File: src/rtl/tx_ser_pkg.sv
package tx_ser_pkg;
  // position of the frame currently on the line
  typedef enum logic [2:0] {
    S_IDLE  = 3'd0,
    S_START = 3'd1,
    S_DATA  = 3'd2,
    S_PAR   = 3'd3,
    S_STOP  = 3'd4
  } txs_t;

  // what the line register shows
  typedef enum logic [1:0] {
    SYM_MARK  = 2'd0,
    SYM_START = 2'd1,
    SYM_BIT   = 2'd2
  } sym_t;
endpackage

File: src/rtl/tx_clk_edge.sv
module tx_clk_edge #(
  parameter int SYNC_STAGES = 2
) (
  input  logic clk,
  input  logic rst_n,
  input  logic half_ce,
  input  logic ext_sclk,
  input  logic cfg_clk_gen,
  input  logic cfg_clk_inv,
  output logic launch,
  output logic st_clk_out,
  output logic st_clk_oe
);
  logic ph_q, ph_d;
  logic lvl, lvl_prev_q;
  logic ext_s;
  logic [SYNC_STAGES-1:0] sync_q;

  // internal bit clock phase
  always_comb begin
    ph_d = ph_q;
    if (cfg_clk_gen && half_ce) ph_d = ~ph_q;
  end

  always_ff @(posedge clk or negedge rst_n) begin
    if (!rst_n) ph_q <= 1'b0;
    else        ph_q <= ph_d;
  end

  // synchronizer for the external timing clock
  generate
    if (SYNC_STAGES > 1) begin : g_chain
      always_ff @(posedge clk or negedge rst_n) begin
        if (!rst_n) sync_q <= '0;
        else        sync_q <= {sync_q[SYNC_STAGES-2:0], ext_sclk};
      end
    end else begin : g_single
      always_ff @(posedge clk or negedge rst_n) begin
        if (!rst_n) sync_q <= '0;
        else        sync_q <= ext_sclk;
      end
    end
  endgenerate
  assign ext_s = sync_q[SYNC_STAGES-1];

  assign lvl = cfg_clk_gen ? ph_q : ext_s;

  always_ff @(posedge clk or negedge rst_n) begin
    if (!rst_n) lvl_prev_q <= 1'b0;
    else        lvl_prev_q <= lvl;
  end

  // launch edge: rising when not inverted, falling when inverted
  assign launch     = (lvl != lvl_prev_q) && (lvl == ~cfg_clk_inv);
  assign st_clk_out = cfg_clk_gen ? ph_q : 1'b0;
  assign st_clk_oe  = cfg_clk_gen;

  // without a tick the generated clock cannot produce a launch next cycle
  p_no_tick_no_launch_r7: assert property (@(posedge clk) disable iff (!rst_n)
    (cfg_clk_gen && !half_ce) |=> (!cfg_clk_gen || !launch));

  // the output clock is quiet when the external clock is followed
  p_quiet_out_r7: assert property (@(posedge clk) disable iff (!rst_n)
    !cfg_clk_gen |-> (!st_clk_out && !st_clk_oe));
endmodule

File: src/rtl/tx_lane_sel.sv
module tx_lane_sel #(
  parameter int WORD_W = 32,
  localparam int NBYTES = WORD_W / 8,
  localparam int BI_W   = $clog2(NBYTES)
) (
  input  logic [WORD_W-1:0] word,
  input  logic [BI_W-1:0]   byte_idx,
  input  logic [2:0]        bit_idx,
  input  logic              byte_rev,
  input  logic              bit_rev,
  input  logic              odd_par,
  output logic              dbit,
  output logic              par
);
  logic [BI_W-1:0] lane;
  logic [7:0]      sel_byte;
  logic [2:0]      pos;

  always_comb begin
    lane     = byte_rev ? (BI_W'(NBYTES - 1) - byte_idx) : byte_idx;
    sel_byte = word[{lane, 3'b000} +: 8];
    pos      = bit_rev ? (3'd7 - bit_idx) : bit_idx;
    dbit     = sel_byte[pos];
    par      = (^sel_byte) ^ odd_par;
  end
endmodule

File: src/rtl/tx_frame_fsm.sv
module tx_frame_fsm
  import tx_ser_pkg::*;
#(
  parameter int WORD_W = 32,
  parameter int LEN_W  = 8,
  localparam int NBYTES = WORD_W / 8,
  localparam int BI_W   = $clog2(NBYTES)
) (
  input  logic              clk,
  input  logic              rst_n,
  input  logic              launch,
  input  logic              cfg_start_hi,
  input  logic              cfg_reg_pkt,
  input  logic [LEN_W-1:0]  cfg_pkt_len,
  input  logic [WORD_W-1:0] fifo_rdata,
  input  logic              fifo_empty,
  input  logic [LEN_W-1:0]  desc_len,
  input  logic              desc_empty,
  input  logic              lane_bit,
  input  logic              lane_par,
  output logic [WORD_W-1:0] word_q,
  output logic [BI_W-1:0]   byte_q,
  output logic [2:0]        nxt_bit,
  output logic              fifo_pop,
  output logic              desc_pop,
  output logic              uf_evt,
  output logic              tx_line
);
  localparam logic [BI_W-1:0] LAST_BYTE = BI_W'(NBYTES - 1);

  txs_t              st_q, st_d;
  sym_t              sym_q, sym_d;
  logic              dbit_q, dbit_d;
  logic [WORD_W-1:0] word_d;
  logic [BI_W-1:0]   byte_d;
  logic [2:0]        bit_q, bit_d;
  logic [LEN_W-1:0]  wleft_q, wleft_d;
  logic              len_avail;
  logic [LEN_W-1:0]  len_val;

  // index of the data bit to be launched next
  assign nxt_bit = (st_q == S_DATA) ? (bit_q + 3'd1) : 3'd0;

  always_comb begin
    st_d     = st_q;
    sym_d    = sym_q;
    dbit_d   = dbit_q;
    word_d   = word_q;
    byte_d   = byte_q;
    bit_d    = bit_q;
    wleft_d  = wleft_q;
    fifo_pop = 1'b0;
    desc_pop = 1'b0;
    uf_evt   = 1'b0;
    len_avail = cfg_reg_pkt ? 1'b1 : !desc_empty;
    len_val   = cfg_reg_pkt ? cfg_pkt_len : desc_len;
    if (launch) begin
      unique case (st_q)
        S_IDLE: begin
          if (len_avail && (len_val == '0) && !cfg_reg_pkt) begin
            desc_pop = 1'b1;             // empty packet: consume and skip
          end else if (len_avail && (len_val != '0) && !fifo_empty) begin
            fifo_pop = 1'b1;
            desc_pop = !cfg_reg_pkt;
            word_d   = fifo_rdata;
            wleft_d  = len_val - 1'b1;
            byte_d   = '0;
            sym_d    = SYM_START;
            st_d     = S_START;
          end
        end
        S_START: begin
          sym_d  = SYM_BIT;
          dbit_d = lane_bit;
          bit_d  = 3'd0;
          st_d   = S_DATA;
        end
        S_DATA: begin
          if (bit_q == 3'd7) begin
            dbit_d = lane_par;
            st_d   = S_PAR;
          end else begin
            dbit_d = lane_bit;
            bit_d  = bit_q + 3'd1;
          end
        end
        S_PAR: begin
          sym_d = SYM_MARK;
          st_d  = S_STOP;
        end
        S_STOP: begin
          if (byte_q != LAST_BYTE) begin
            byte_d = byte_q + 1'b1;
            sym_d  = SYM_START;
            st_d   = S_START;
          end else if (wleft_q != '0) begin
            if (fifo_empty) begin
              uf_evt = 1'b1;             // abandon packet at marking
              st_d   = S_IDLE;
            end else begin
              fifo_pop = 1'b1;
              word_d   = fifo_rdata;
              wleft_d  = wleft_q - 1'b1;
              byte_d   = '0;
              sym_d    = SYM_START;
              st_d     = S_START;
            end
          end else begin
            st_d = S_IDLE;
          end
        end
        default: begin
          st_d  = S_IDLE;
          sym_d = SYM_MARK;
        end
      endcase
    end
  end

  always_ff @(posedge clk or negedge rst_n) begin
    if (!rst_n) begin
      st_q    <= S_IDLE;
      sym_q   <= SYM_MARK;
      dbit_q  <= 1'b0;
      word_q  <= '0;
      byte_q  <= '0;
      bit_q   <= 3'd0;
      wleft_q <= '0;
    end else begin
      st_q    <= st_d;
      sym_q   <= sym_d;
      dbit_q  <= dbit_d;
      word_q  <= word_d;
      byte_q  <= byte_d;
      bit_q   <= bit_d;
      wleft_q <= wleft_d;
    end
  end

  always_comb begin
    unique case (sym_q)
      SYM_START: tx_line = cfg_start_hi;
      SYM_BIT:   tx_line = dbit_q;
      default:   tx_line = ~cfg_start_hi;
    endcase
  end

  // data is only taken on a launch and never from an empty queue
  p_pop_gate_r10: assert property (@(posedge clk) disable iff (!rst_n)
    fifo_pop |-> (launch && !fifo_empty));

  // underflow only when the queue is empty and nothing is popped
  p_uf_cause_r10: assert property (@(posedge clk) disable iff (!rst_n)
    uf_evt |-> (fifo_empty && !fifo_pop));

  // descriptors are consumed only in descriptor mode, from idle
  p_desc_gate_r9: assert property (@(posedge clk) disable iff (!rst_n)
    desc_pop |-> (!cfg_reg_pkt && !desc_empty && st_q == S_IDLE));

  // the stop period shows the marking level
  p_stop_mark_r2: assert property (@(posedge clk) disable iff (!rst_n)
    (st_q == S_STOP) |-> (tx_line == ~cfg_start_hi));

  // the line moves only after a launch edge
  p_hold_r6: assert property (@(posedge clk) disable iff (!rst_n)
    !launch |=> ($stable(tx_line) || !$stable(cfg_start_hi)));
endmodule

File: src/rtl/tx_irq_ctl.sv
module tx_irq_ctl #(
  parameter int LVL_W = 6
) (
  input  logic             clk,
  input  logic             rst_n,
  input  logic             uf_evt,
  input  logic             uf_clr,
  input  logic             cfg_uf_ie,
  input  logic             cfg_ae_ie,
  input  logic [LVL_W-1:0] fifo_level,
  input  logic [LVL_W-1:0] cfg_ae_thresh,
  output logic             uf_sts,
  output logic             ae_sts,
  output logic             irq
);
  logic uf_d;

  // set wins over a simultaneous clear
  always_comb begin
    uf_d = uf_sts;
    if (uf_clr) uf_d = 1'b0;
    if (uf_evt) uf_d = 1'b1;
  end

  always_ff @(posedge clk or negedge rst_n) begin
    if (!rst_n) uf_sts <= 1'b0;
    else        uf_sts <= uf_d;
  end

  assign ae_sts = (fifo_level <= cfg_ae_thresh);
  assign irq    = (uf_sts & cfg_uf_ie) | (ae_sts & cfg_ae_ie);

  // status holds until cleared
  p_uf_sticky_r10: assert property (@(posedge clk) disable iff (!rst_n)
    (uf_sts && !uf_clr) |=> uf_sts);

  // an underflow event always leaves the status set
  p_uf_set_r10: assert property (@(posedge clk) disable iff (!rst_n)
    uf_evt |=> uf_sts);

  // R12: masked sources never interrupt
  p_irq_mask_r11: assert property (@(posedge clk) disable iff (!rst_n)
    (!cfg_uf_ie && !cfg_ae_ie) |-> !irq);
endmodule

File: src/rtl/serial_frame_tx.sv
module serial_frame_tx #(
  parameter int WORD_W      = 32,
  parameter int LEN_W       = 8,
  parameter int LVL_W       = 6,
  parameter int SYNC_STAGES = 2
) (
  input  logic              clk,
  input  logic              rst_n,
  input  logic              half_ce,
  input  logic              ext_sclk,
  input  logic              cfg_clk_gen,
  input  logic              cfg_clk_inv,
  input  logic              cfg_byte_rev,
  input  logic              cfg_bit_rev,
  input  logic              cfg_odd_par,
  input  logic              cfg_start_hi,
  input  logic              cfg_reg_pkt,
  input  logic [LEN_W-1:0]  cfg_pkt_len,
  input  logic [LVL_W-1:0]  cfg_ae_thresh,
  input  logic              cfg_ae_ie,
  input  logic              cfg_uf_ie,
  input  logic              uf_clr,
  input  logic [WORD_W-1:0] fifo_rdata,
  input  logic              fifo_empty,
  input  logic [LVL_W-1:0]  fifo_level,
  output logic              fifo_pop,
  input  logic [LEN_W-1:0]  desc_len,
  input  logic              desc_empty,
  output logic              desc_pop,
  output logic              tx_line,
  output logic              st_clk_out,
  output logic              st_clk_oe,
  output logic              uf_sts,
  output logic              ae_sts,
  output logic              irq
);
  localparam int NBYTES = WORD_W / 8;
  localparam int BI_W   = $clog2(NBYTES);

  logic              launch;
  logic [WORD_W-1:0] word_q;
  logic [BI_W-1:0]   byte_q;
  logic [2:0]        nxt_bit;
  logic              lane_bit, lane_par;
  logic              uf_evt;

  tx_clk_edge #(.SYNC_STAGES(SYNC_STAGES)) u_edge (
    .clk        (clk),
    .rst_n      (rst_n),
    .half_ce    (half_ce),
    .ext_sclk   (ext_sclk),
    .cfg_clk_gen(cfg_clk_gen),
    .cfg_clk_inv(cfg_clk_inv),
    .launch     (launch),
    .st_clk_out (st_clk_out),
    .st_clk_oe  (st_clk_oe)
  );

  tx_lane_sel #(.WORD_W(WORD_W)) u_lane (
    .word    (word_q),
    .byte_idx(byte_q),
    .bit_idx (nxt_bit),
    .byte_rev(cfg_byte_rev),
    .bit_rev (cfg_bit_rev),
    .odd_par (cfg_odd_par),
    .dbit    (lane_bit),
    .par     (lane_par)
  );

  tx_frame_fsm #(.WORD_W(WORD_W), .LEN_W(LEN_W)) u_fsm (
    .clk         (clk),
    .rst_n       (rst_n),
    .launch      (launch),
    .cfg_start_hi(cfg_start_hi),
    .cfg_reg_pkt (cfg_reg_pkt),
    .cfg_pkt_len (cfg_pkt_len),
    .fifo_rdata  (fifo_rdata),
    .fifo_empty  (fifo_empty),
    .desc_len    (desc_len),
    .desc_empty  (desc_empty),
    .lane_bit    (lane_bit),
    .lane_par    (lane_par),
    .word_q      (word_q),
    .byte_q      (byte_q),
    .nxt_bit     (nxt_bit),
    .fifo_pop    (fifo_pop),
    .desc_pop    (desc_pop),
    .uf_evt      (uf_evt),
    .tx_line     (tx_line)
  );

  tx_irq_ctl #(.LVL_W(LVL_W)) u_irq (
    .clk          (clk),
    .rst_n        (rst_n),
    .uf_evt       (uf_evt),
    .uf_clr       (uf_clr),
    .cfg_uf_ie    (cfg_uf_ie),
    .cfg_ae_ie    (cfg_ae_ie),
    .fifo_level   (fifo_level),
    .cfg_ae_thresh(cfg_ae_thresh),
    .uf_sts       (uf_sts),
    .ae_sts       (ae_sts),
    .irq          (irq)
  );
endmodule

File: config.mk
export PLATFORM = sky130hd
export DESIGN_NAME = serial_frame_tx
export DESIGN_NICKNAME = d
export VERILOG_FILES = /design/src/rtl/tx_ser_pkg.sv /design/src/rtl/tx_clk_edge.sv /design/src/rtl/tx_lane_sel.sv /design/src/rtl/tx_frame_fsm.sv /design/src/rtl/tx_irq_ctl.sv /design/src/rtl/serial_frame_tx.sv
export SDC_FILE = /design/constraint.sdc
export NUM_CORES = 1
export LEC_CHECK = 0
export BUFFER_PORTS_ARGS = -buffer_cell sky130_fd_sc_hd__buf_4
export CORE_UTILIZATION = 45
export DETAILED_ROUTE_END_ITERATION = 12
export MAX_ROUTING_LAYER = met4
export PLACE_DENSITY_LB_ADDON = 0.08
export SETUP_SLACK_MARGIN = 0.02
export SLEW_MARGIN = 20
export SYNTH_ARGS = -nofsm -noshare
export SYNTH_HDL_FRONTEND = slang
export SYNTH_SLANG_ARGS = --single-unit
File: constraint.sdc
create_clock -name clk -period 4.5 [get_ports clk]
set_clock_uncertainty 0.05 [all_clocks]
set_input_delay 0.225 -clock clk [delete_from_list [all_inputs] [get_ports clk]]
set_output_delay 0.225 -clock clk [all_outputs]
set_load 0.005 [all_outputs]
==> results.txt, run 1 <==
arrival time worst endpoint = 3010 ps
initial cell density of the core = 46.5%
via count = 3013
buffer levels on the longest clock path = 2
DP Area = 0.00445 mm^2
die boundary height = 94.2 um
async set-or-reset flop fraction in the synthesized netlist = 100%
power density normalized to cell area = 535 mW/mm^2
starting DRC count in detailed routing = 99
critical path depth = 6
required time at the endpoint of the critical path = 4220 ps
total overflow reported by the global router = 0
capturing element of the worst setup path = fifo_pop
post-synthesis net count = 447
class of the worst hold path = primary input to register
highest clock rate = 304 MHz
aggregate negative setup slack = 0 ps
proportion of power drawn by combinational gates = 49.0%
TritonCTS Sinks = 56
post-route antenna net violation count = 0
synthesis-to-finish area growth = 19.4%
Internal = 0.00155 W
cell row count = 33
detailed placement HPWL = 6180 um
global-route wire length before repair = 13300 um
number of synthesis warnings = 0
share of layout cells above drive strength 1 = 28.2%
start of the worst register-to-register path = u_fsm.byte_q[1]
cell area after synthesis = 0.00382 mm^2
part of the total power dissipated in sequential elements = 38.9%
critical register-to-register path endpoint = u_fsm.word_q[18]
drt via density = 5.60
Net count, final = 520
Final Routed Wirelength = 8070 um
worst hold margin = 42.9 ps
Setup Viol. Count Final = 0
Die Outline Area = 0.00887 mm^2
area of all placed cells without fillers = 0.00456 mm^2
worst stage delay on the critical path = 1050 ps
number of placed instances with taps included = 528
CTS tree = yes
slack of the worst reg-to-reg path = 1380 ps
RSZ-0062 raised after global routing = false
Setup crit end kind = output pin
number of diodes = 0
minimum period implied by the final worst setup slack = 3290 ps
hold-fix buffers at CTS = 2
CP max stage cell = or4_2
beginning of the critical path = u_fsm.byte_q[1]
number of pins with negative max-slew slack in the final report = 0
number of buffers inserted during clock tree synthesis = 5
series of cell instances along the critical path = ha_1, nand2_1, o22a_1, or4_2, inv_2, buf_4
clock network fraction of total power = 12.1%
Post-CTS Resized = 0
number of cells on the worst reg-to-reg path = 5
level count of the clock H-tree = 2
number of global-route vias before repair = 2832
count of boundary I/O pins = 84
actual slew at the worst max-slew pin = 1050 ps
crit path kind = register to output pin
count of distinct cell types in the synthesized netlist = 53
Net Sw Frac = 36.6%
floorplan die width = 94.2 um
critical path startpoint category = register
leakage power summed over all cells = 2.12 nW
Worst-Skew Late Latency = 310 ps
final hold viol count = 0
number of buffers and inverters on the critical path = 2
flip-flop and latch count after synthesis = 56
Final Cycle Share = 73.1%
Avg Cell Area, Syn = 10.6 um^2
antenna violations before repair = 0
cell count after synthesis = 359
number of enable flip-flop cells after synthesis = 0
total net switching power = 0.000894 W
Tot Pwr = 0.00244 W
fin cells = 538
gp weighted congestion = 0.828
result of the run = finished clean
Clk pin slew, worst setup/hold paths = 100 ps
worst-case vdd ir drop = 288 uV
final routed wire length divided by cell count = 15.0 um
Initial DRT Pass Iterations = 4
maximum number of pins on one net before global-route repair = 57
core area = 0.00822 mm^2
quantity of I/O buffers inserted on ports = 83
CP Max Fanout = 49
Post-CTS Setup Repair Bufs = 0
number of maximum-capacitance constraint violations = 0
residual DRC count = 0
Main synth FF type = dfrtp_1
sequential share of the synthesized area = 36.7%
GRT Overall Usage = 19.8%
kind of cell adding the most delay to the critical path = simple AND/OR/NAND/NOR gates
Clock Root Buffer = clkbuf_8
relative slew slack = 30.3%
-- state kept, by name (all words and copies together) (netlist names) --
| name | cells |
|---|---|
| u_fsm.wleft_q | 8 |
| u_edge.ph_q | 1 |
| u_fsm.bit_q | 3 |
| u_fsm.dbit_q | 1 |
| u_fsm.word_q | 32 |
| u_fsm.st_q | 3 |
| u_irq.uf_sts | 1 |
| u_edge.sync_q | 2 |
| u_fsm.sym_q | 2 |
| u_fsm.byte_q | 2 |
| u_edge.lvl_prev_q | 1 |
-- Yosys cell counts (2+ instances only) --
master | count | area, um^2
xnor2_1 | 8 | 70.1
buf_2 | 2 | 10.0
a31oi_1 | 2 | 12.5
xnor3_1 | 3 | 67.6
nand4_1 | 2 | 12.5
mux4_2 | 11 | 248
mux2i_1 | 28 | 280
dfrtp_1 | 56 | 1400
inv_1 | 15 | 56.3
a22o_1 | 4 | 35.0
o31ai_1 | 2 | 15.0
nand3_1 | 6 | 30.0
a21oi_1 | 11 | 55.1
ha_1 | 12 | 150
buf_6 | 7 | 78.8
o22ai_1 | 4 | 25.0
mux2_1 | 33 | 372
a2bb2oi_1 | 2 | 17.5
and2_1 | 7 | 43.8
o221a_2 | 2 | 22.5
clkbuf_1 | 8 | 30.0
buf_4 | 2 | 15.0
o311ai_0 | 2 | 17.5
inv_2 | 2 | 7.51
mux2_2 | 8 | 90.1
o21a_1 | 5 | 37.5
nand2_1 | 23 | 86.3
nor3_1 | 13 | 65.1
o21ai_1 | 8 | 40.0
or4_1 | 3 | 22.5
a21o_1 | 2 | 15.0
or2_2 | 2 | 12.5
o21ai_0 | 14 | 70.1
nor2b_1 | 6 | 37.5
a221oi_1 | 4 | 35.0
nor2_1 | 23 | 86.3
-- kinds of logic after synthesis --
| kind of cell | share of synthesized area, % |
|---|---|
| buf+inv | 5.30 |
| compound gates | 13.1 |
| xor+xnor | 3.60 |
| fa+ha+maj | 3.93 |
| mux | 25.9 |
| simple gates | 11.6 |
| flops | 36.7 |
-- layout by cell type, fill, tap and decap left out, types with 7 or more instances in the layout --
cell type,n
a21oi_1,11
nand2_1,23
mux4_2,11
nor3_1,13
and2_1,7
nor2_1,23
o21ai_0,14
mux2_2,8
mux2_1,33
o21ai_1,8
mux2i_1,28
xnor2_1,8
ha_1,12
dfrtp_1,56
inv_1,15
buf_4,84
-- per-layer routing --
| layer | global-route usage (%) | up-vias | share of wire [%] |
|---|---|---|---|
| li1 | - | 1468 | - |
| met1 | 27.2 | 1491 | 49 |
| met2 | 31.2 | 47 | 47 |
| met3 | 2.99 | 7 | 3.2 |
| met4 | 4.23 | 0 | 0.84 |
| met5 | - | - | 0 |
-- worst reg2reg max path, cell delays in order, from the launching register on --
cell and delay (ps):
dfrtp_1 770, ha_1 330, nand2_1 80, o22a_1 180, or4_2 1060, mux2_1 540
-- power by group through the flow --
stage	clock network, W	registers [W]	logic, W
3_5_place_dp	0	0.000964	0.00119
5_1_grt	0.000331	0.000991	0.00132
3_3_place_gp	0	0.000954	0.00117
2_1_floorplan	0	0.000858	0.00103
4_1_cts	0.000308	0.000953	0.00120
6_report	0.000296	0.000950	0.00120
-- final cells by class --
type | instances | area (um^2)
repair buffers | 86 | 651
clock inverters | 2 | 13.8
clock buffers | 6 | 82.6
inverters | 17 | 63.8
multi-input cells | 266 | 2220
flip-flops and latches | 56 | 1400
well taps | 105 | 131
fillers | 766 | 3650
-- stage by stage --
stage          setup WS, ps  utilization [%]
2_1_floorplan          2200                -
3_3_place_gp           1430             54.1
3_5_place_dp           1340             54.1
4_1_cts                1130             55.5
5_1_grt                 968             55.5
6_report               1210             55.5
-- worst min-delay path by stage --
stage                     depth (start not counted)  slack [ps]                end  startpoint
final                                             2          40       u_irq.uf_sts      uf_clr
after global routing                              2          20       u_irq.uf_sts      uf_clr
after CTS                                         2          30       u_irq.uf_sts      uf_clr
after detailed placement                          1         280     u_fsm.bit_q[1]       rst_n
after global placement                            1         280     u_fsm.bit_q[0]       rst_n
after floorplan                                   0        -120  u_edge.lvl_prev_q       rst_n
Power figures use the tool's default switching activity.
==> run 2, diff against run 1 <==
Settings changed: ABC_AREA from default to 1.
Clock period 4.5 ns to 3 ns, I/O delays scaled along.
==> run 2 against run 1 <==
Clock power rose by 68%. Sequential share of layout area fell by 1.4 points. Combinational power rose by 49%. Global-route usage rose by 2.1 points. Via count rose by 22%. Synthesized cell count rose by 53%. Synthesized area fell by 1.4%. Largest power group unchanged.
==> results.txt, run 2 <==
power density normalized to cell area = 752 mW/mm^2 (was 535 mW/mm^2)
fin cells = 756 (was 538)
commonest cells after routing, fill and taps aside = 234 x nand2_1, 83 x buf_4, 57 x inv_1, 56 x dfrtp_1, 55 x nand3_1 (was 84 x buf_4, 56 x dfrtp_1, 33 x mux2_1, 28 x mux2i_1)
Worst-Skew Late Latency = 310 ps (about the same)
core area = 0.00818 mm^2 (was 0.00822 mm^2)
cell area after synthesis = 0.00377 mm^2 (was 0.00382 mm^2)
Net count, final = 738 (was 520)
Die Outline Area = 0.00874 mm^2 (was 0.00887 mm^2)
registers with the highest flip-flop counts = u_fsm.word_q x32, u_fsm.wleft_q x8 (unchanged)
RSZ-0062 raised after global routing = false (unchanged)
number of placed instances with taps included = 722 (was 528)
flip-flop and latch count after synthesis = 56 (unchanged)
leading post-synthesis cells by cell area = dfrtp_1 37%, nand2_1 23%, nand3_1 7.3% (was dfrtp_1 37%, mux2_1 9.7%, mux2i_1 7.3%)
number of enable flip-flop cells after synthesis = 0 (unchanged)
level count of the clock H-tree = 2 (unchanged)
total overflow reported by the global router = 0 (unchanged)
cell count after synthesis = 551 (was 359)
class of the worst hold path = primary input to register (unchanged)
synthesis-to-finish area growth = 26.8% (was 19.4%)
initial cell density of the core = 46.1% (was 46.5%)
Final Routed Wirelength = 8600 um (was 8070 um)
leakage power summed over all cells = 2.57 nW (was 2.12 nW)
number of diodes = 0 (unchanged)
number of maximum-capacitance constraint violations = 0 (unchanged)
count of distinct cell types in the synthesized netlist = 33 (was 53)
sequential share of the synthesized area = 37.2% (was 36.7%)
via count = 3672 (was 3013)
max reg flops = 32 (unchanged)
final routed wire length divided by cell count = 11.4 um (was 15.0 um)
Yosys top cell by area = dfrtp_1 (unchanged)
Internal = 0.00202 W (was 0.00155 W)
Post-CTS Setup Repair Bufs = 0 (unchanged)
Setup crit end kind = output pin (unchanged)
die boundary height = 93.5 um (was 94.2 um)
cell row count = 33 (unchanged)
global-route wire length before repair = 15100 um (was 13300 um)
final hold viol count = 0 (unchanged)
floorplan die width = 93.5 um (was 94.2 um)
total net switching power = 0.00157 W (was 0.000894 W)
count leader, synth = nand2_1 (was dfrtp_1)
count of boundary I/O pins = 84 (unchanged)
async set-or-reset flop fraction in the synthesized netlist = 100% (unchanged)
quantity of I/O buffers inserted on ports = 83 (unchanged)
number of synthesis warnings = 0 (unchanged)
worst-case vdd ir drop = 483 uV (was 288 uV)
part of the total power dissipated in sequential elements = 36.2% (was 38.9%)
Clock Root Buffer = clkbuf_8 (unchanged)
result of the run = finished clean (unchanged)
Clk pin slew, worst setup/hold paths = 100 ps (about the same)
drt via density = 4.86 (was 5.60)
Avg Cell Area, Syn = 6.84 um^2 (was 10.6 um^2)
Main synth FF type = dfrtp_1 (unchanged)
detailed placement HPWL = 6350 um (was 6180 um)
number of cells on the worst reg-to-reg path = 11 (was 5)
clock network fraction of total power = 13.8% (was 12.1%)
number of global-route vias before repair = 3407 (was 2832)
# fillers = 814 (was 766)
actual slew at the worst max-slew pin = 732 ps (was 1050 ps)
highest clock rate = 394 MHz
CP Max Fanout = 60 (was 49)
Net Sw Frac = 43.7% (was 36.6%)
required time at the endpoint of the critical path = 2800 ps (was 4220 ps)
number of buffers inserted during clock tree synthesis = 5 (unchanged)
worst hold path depth = 3 (was 2)
starting DRC count in detailed routing = 164 (was 99)
number of pins with negative max-slew slack in the final report = 0 (unchanged)
Tot Pwr = 0.00359 W (was 0.00244 W)
crit path kind = register to output pin (unchanged)
aggregate negative setup slack = 0 ps (unchanged)
Setup Viol. Count Final = 0 (unchanged)
TritonCTS Sinks = 56 (unchanged)
minimum period implied by the final worst setup slack = 2540 ps
residual DRC count = 0 (unchanged)
post-route antenna net violation count = 0 (unchanged)
share of the synthesized area in the top cell type = 37.2% (was 36.7%)
critical path startpoint category = register (unchanged)
CTS tree = yes (unchanged)
Initial DRT Pass Iterations = 5 (was 4)
gp weighted congestion = 0.847 (was 0.828)
post-synthesis net count = 639 (was 447)
Final Cycle Share = 84.6%
Post-synth top cells = 234 x nand2_1, 57 x inv_1, 56 x dfrtp_1, 55 x nand3_1, 31 x o21ai_1 (was 56 x dfrtp_1, 33 x mux2_1, 28 x mux2i_1, 23 x nand2_1, 23 x nor2_1)
largest register by flop count = u_fsm.word_q (unchanged)
share of layout cells above drive strength 1 = 17.8% (was 28.2%)
proportion of power drawn by combinational gates = 49.9% (was 49.0%)
relative slew slack = 51.2% (was 30.3%)
arrival time worst endpoint = 2340 ps (was 3010 ps)
commonest non-fill, non-tap cell in the layout = nand2_1 (was buf_4)
maximum number of pins on one net before global-route repair = 61 (was 57)
GRT Overall Usage = 22.0% (was 19.8%)
buffer levels on the longest clock path = 2 (unchanged)
antenna violations before repair = 0 (unchanged)
[run 2: cell types whose count changed after synthesis, moves of 8 or more]
cell	previous run	this run
mux2_1	33	0
nor2_1	23	15
mux4_2	11	0
inv_1	15	57
mux2_2	8	0
nor3_1	13	0
o21ai_1	8	31
nand2_1	23	234
nand3_1	6	55
mux2i_1	28	2
clkbuf_1	8	0
[run 2: cell families (layout without fill, tap and decap cells)]
group                    Yosys count  after routing  share of synthesized area, %
AND/OR/NAND/NOR                  321            321                          35.9
buffers and inverters             84            184                          10.4
AO/OA/AOI/OAI                     67             67                          9.96
flip-flops                        56             56                          37.2
adder cells (fa/ha/maj)           12             12                          3.99
XOR/XNOR                           9              9                          2.09
multiplexers                       2              2                         0.531
[run 2: power by group through the flow]
stage	Clock [W]	Combinational, W	Sequential, W
2_1_floorplan	0	0.00142	0.00125
3_3_place_gp	0	0.00173	0.00131
3_5_place_dp	0	0.00177	0.00131
4_1_cts	0.000517	0.00181	0.00130
5_1_grt	0.000548	0.00210	0.00134
6_report	0.000496	0.00179	0.00130
[run 2: area by class of cell]
type | instances | area [um^2] | share of cell area, %
multi-input combinational | 411 | 1980 | 41.4
sequential | 56 | 1400 | 29.3
timing repair buffer | 110 | 903 | 18.9
inverter | 66 | 253 | 5.29
tap | 105 | 131 | 2.75
clock buffer | 5 | 68.8 | 1.44
clock inverter | 3 | 42.5 | 0.891
[run 2: path summary, 6_finish.rpt]
check                      slack (ps)               end             start
max in group asynchronous        2040  u_fsm.word_q[18]             rst_n
max reg2reg                       790  u_fsm.word_q[21]     u_fsm.st_q[0]
min reg2reg                       320  u_edge.sync_q[1]  u_edge.sync_q[0]
min                                 6  u_fsm.word_q[24]    fifo_rdata[24]
min in group asynchronous         380      u_irq.uf_sts             rst_n
max                               460          fifo_pop     u_fsm.st_q[0]
[run 2: layer usage]
layer  vias up  GRT usage (%)  share of wire, %
li1       1937              -                 -
met1      1655           29.0                51
met2        69           36.5                45
met3        11           2.52               2.8
met4         0           4.87               1.1
met5         -              -                 0
[run 2: worst max-delay path: stages, from the launching register on]
cell	delay [ps]
dfrtp_1	460
nor2_4	70
inv_2	90
nor2_4	50
inv_4	160
nor2_1	100
nor4_2	270
nand2_2	270
inv_2	140
buf_12	230
buf_4	160
[run 2: per-stage QoR]
| stage | cell area (um^2) | setup slack [ps] | hold WS (ps) | utilization [%] |
|---|---|---|---|---|
| 2_1_floorplan | 3770 | 1050 | -196 | - |
| 3_3_place_gp | 4400 | 819 | 211 | 53.9 |
| 3_5_place_dp | 4400 | 769 | 211 | 53.9 |
| 4_1_cts | 4780 | 423 | 0.136 | 58.4 |
| 5_1_grt | 4780 | 203 | 2.55 | 58.4 |
| 6_report | 4780 | 462 | 5.59 | 58.4 |
[run 2: what timing repair did]
| item | 4_1_cts | 5_1_grt |
|---|---|---|
| endpoints found under the hold margin | 81 | 0 |
| gates resized for setup | 0 | 0 |
| endpoints found under the setup margin | 0 | 0 |
| hold buffers | 26 | 0 |
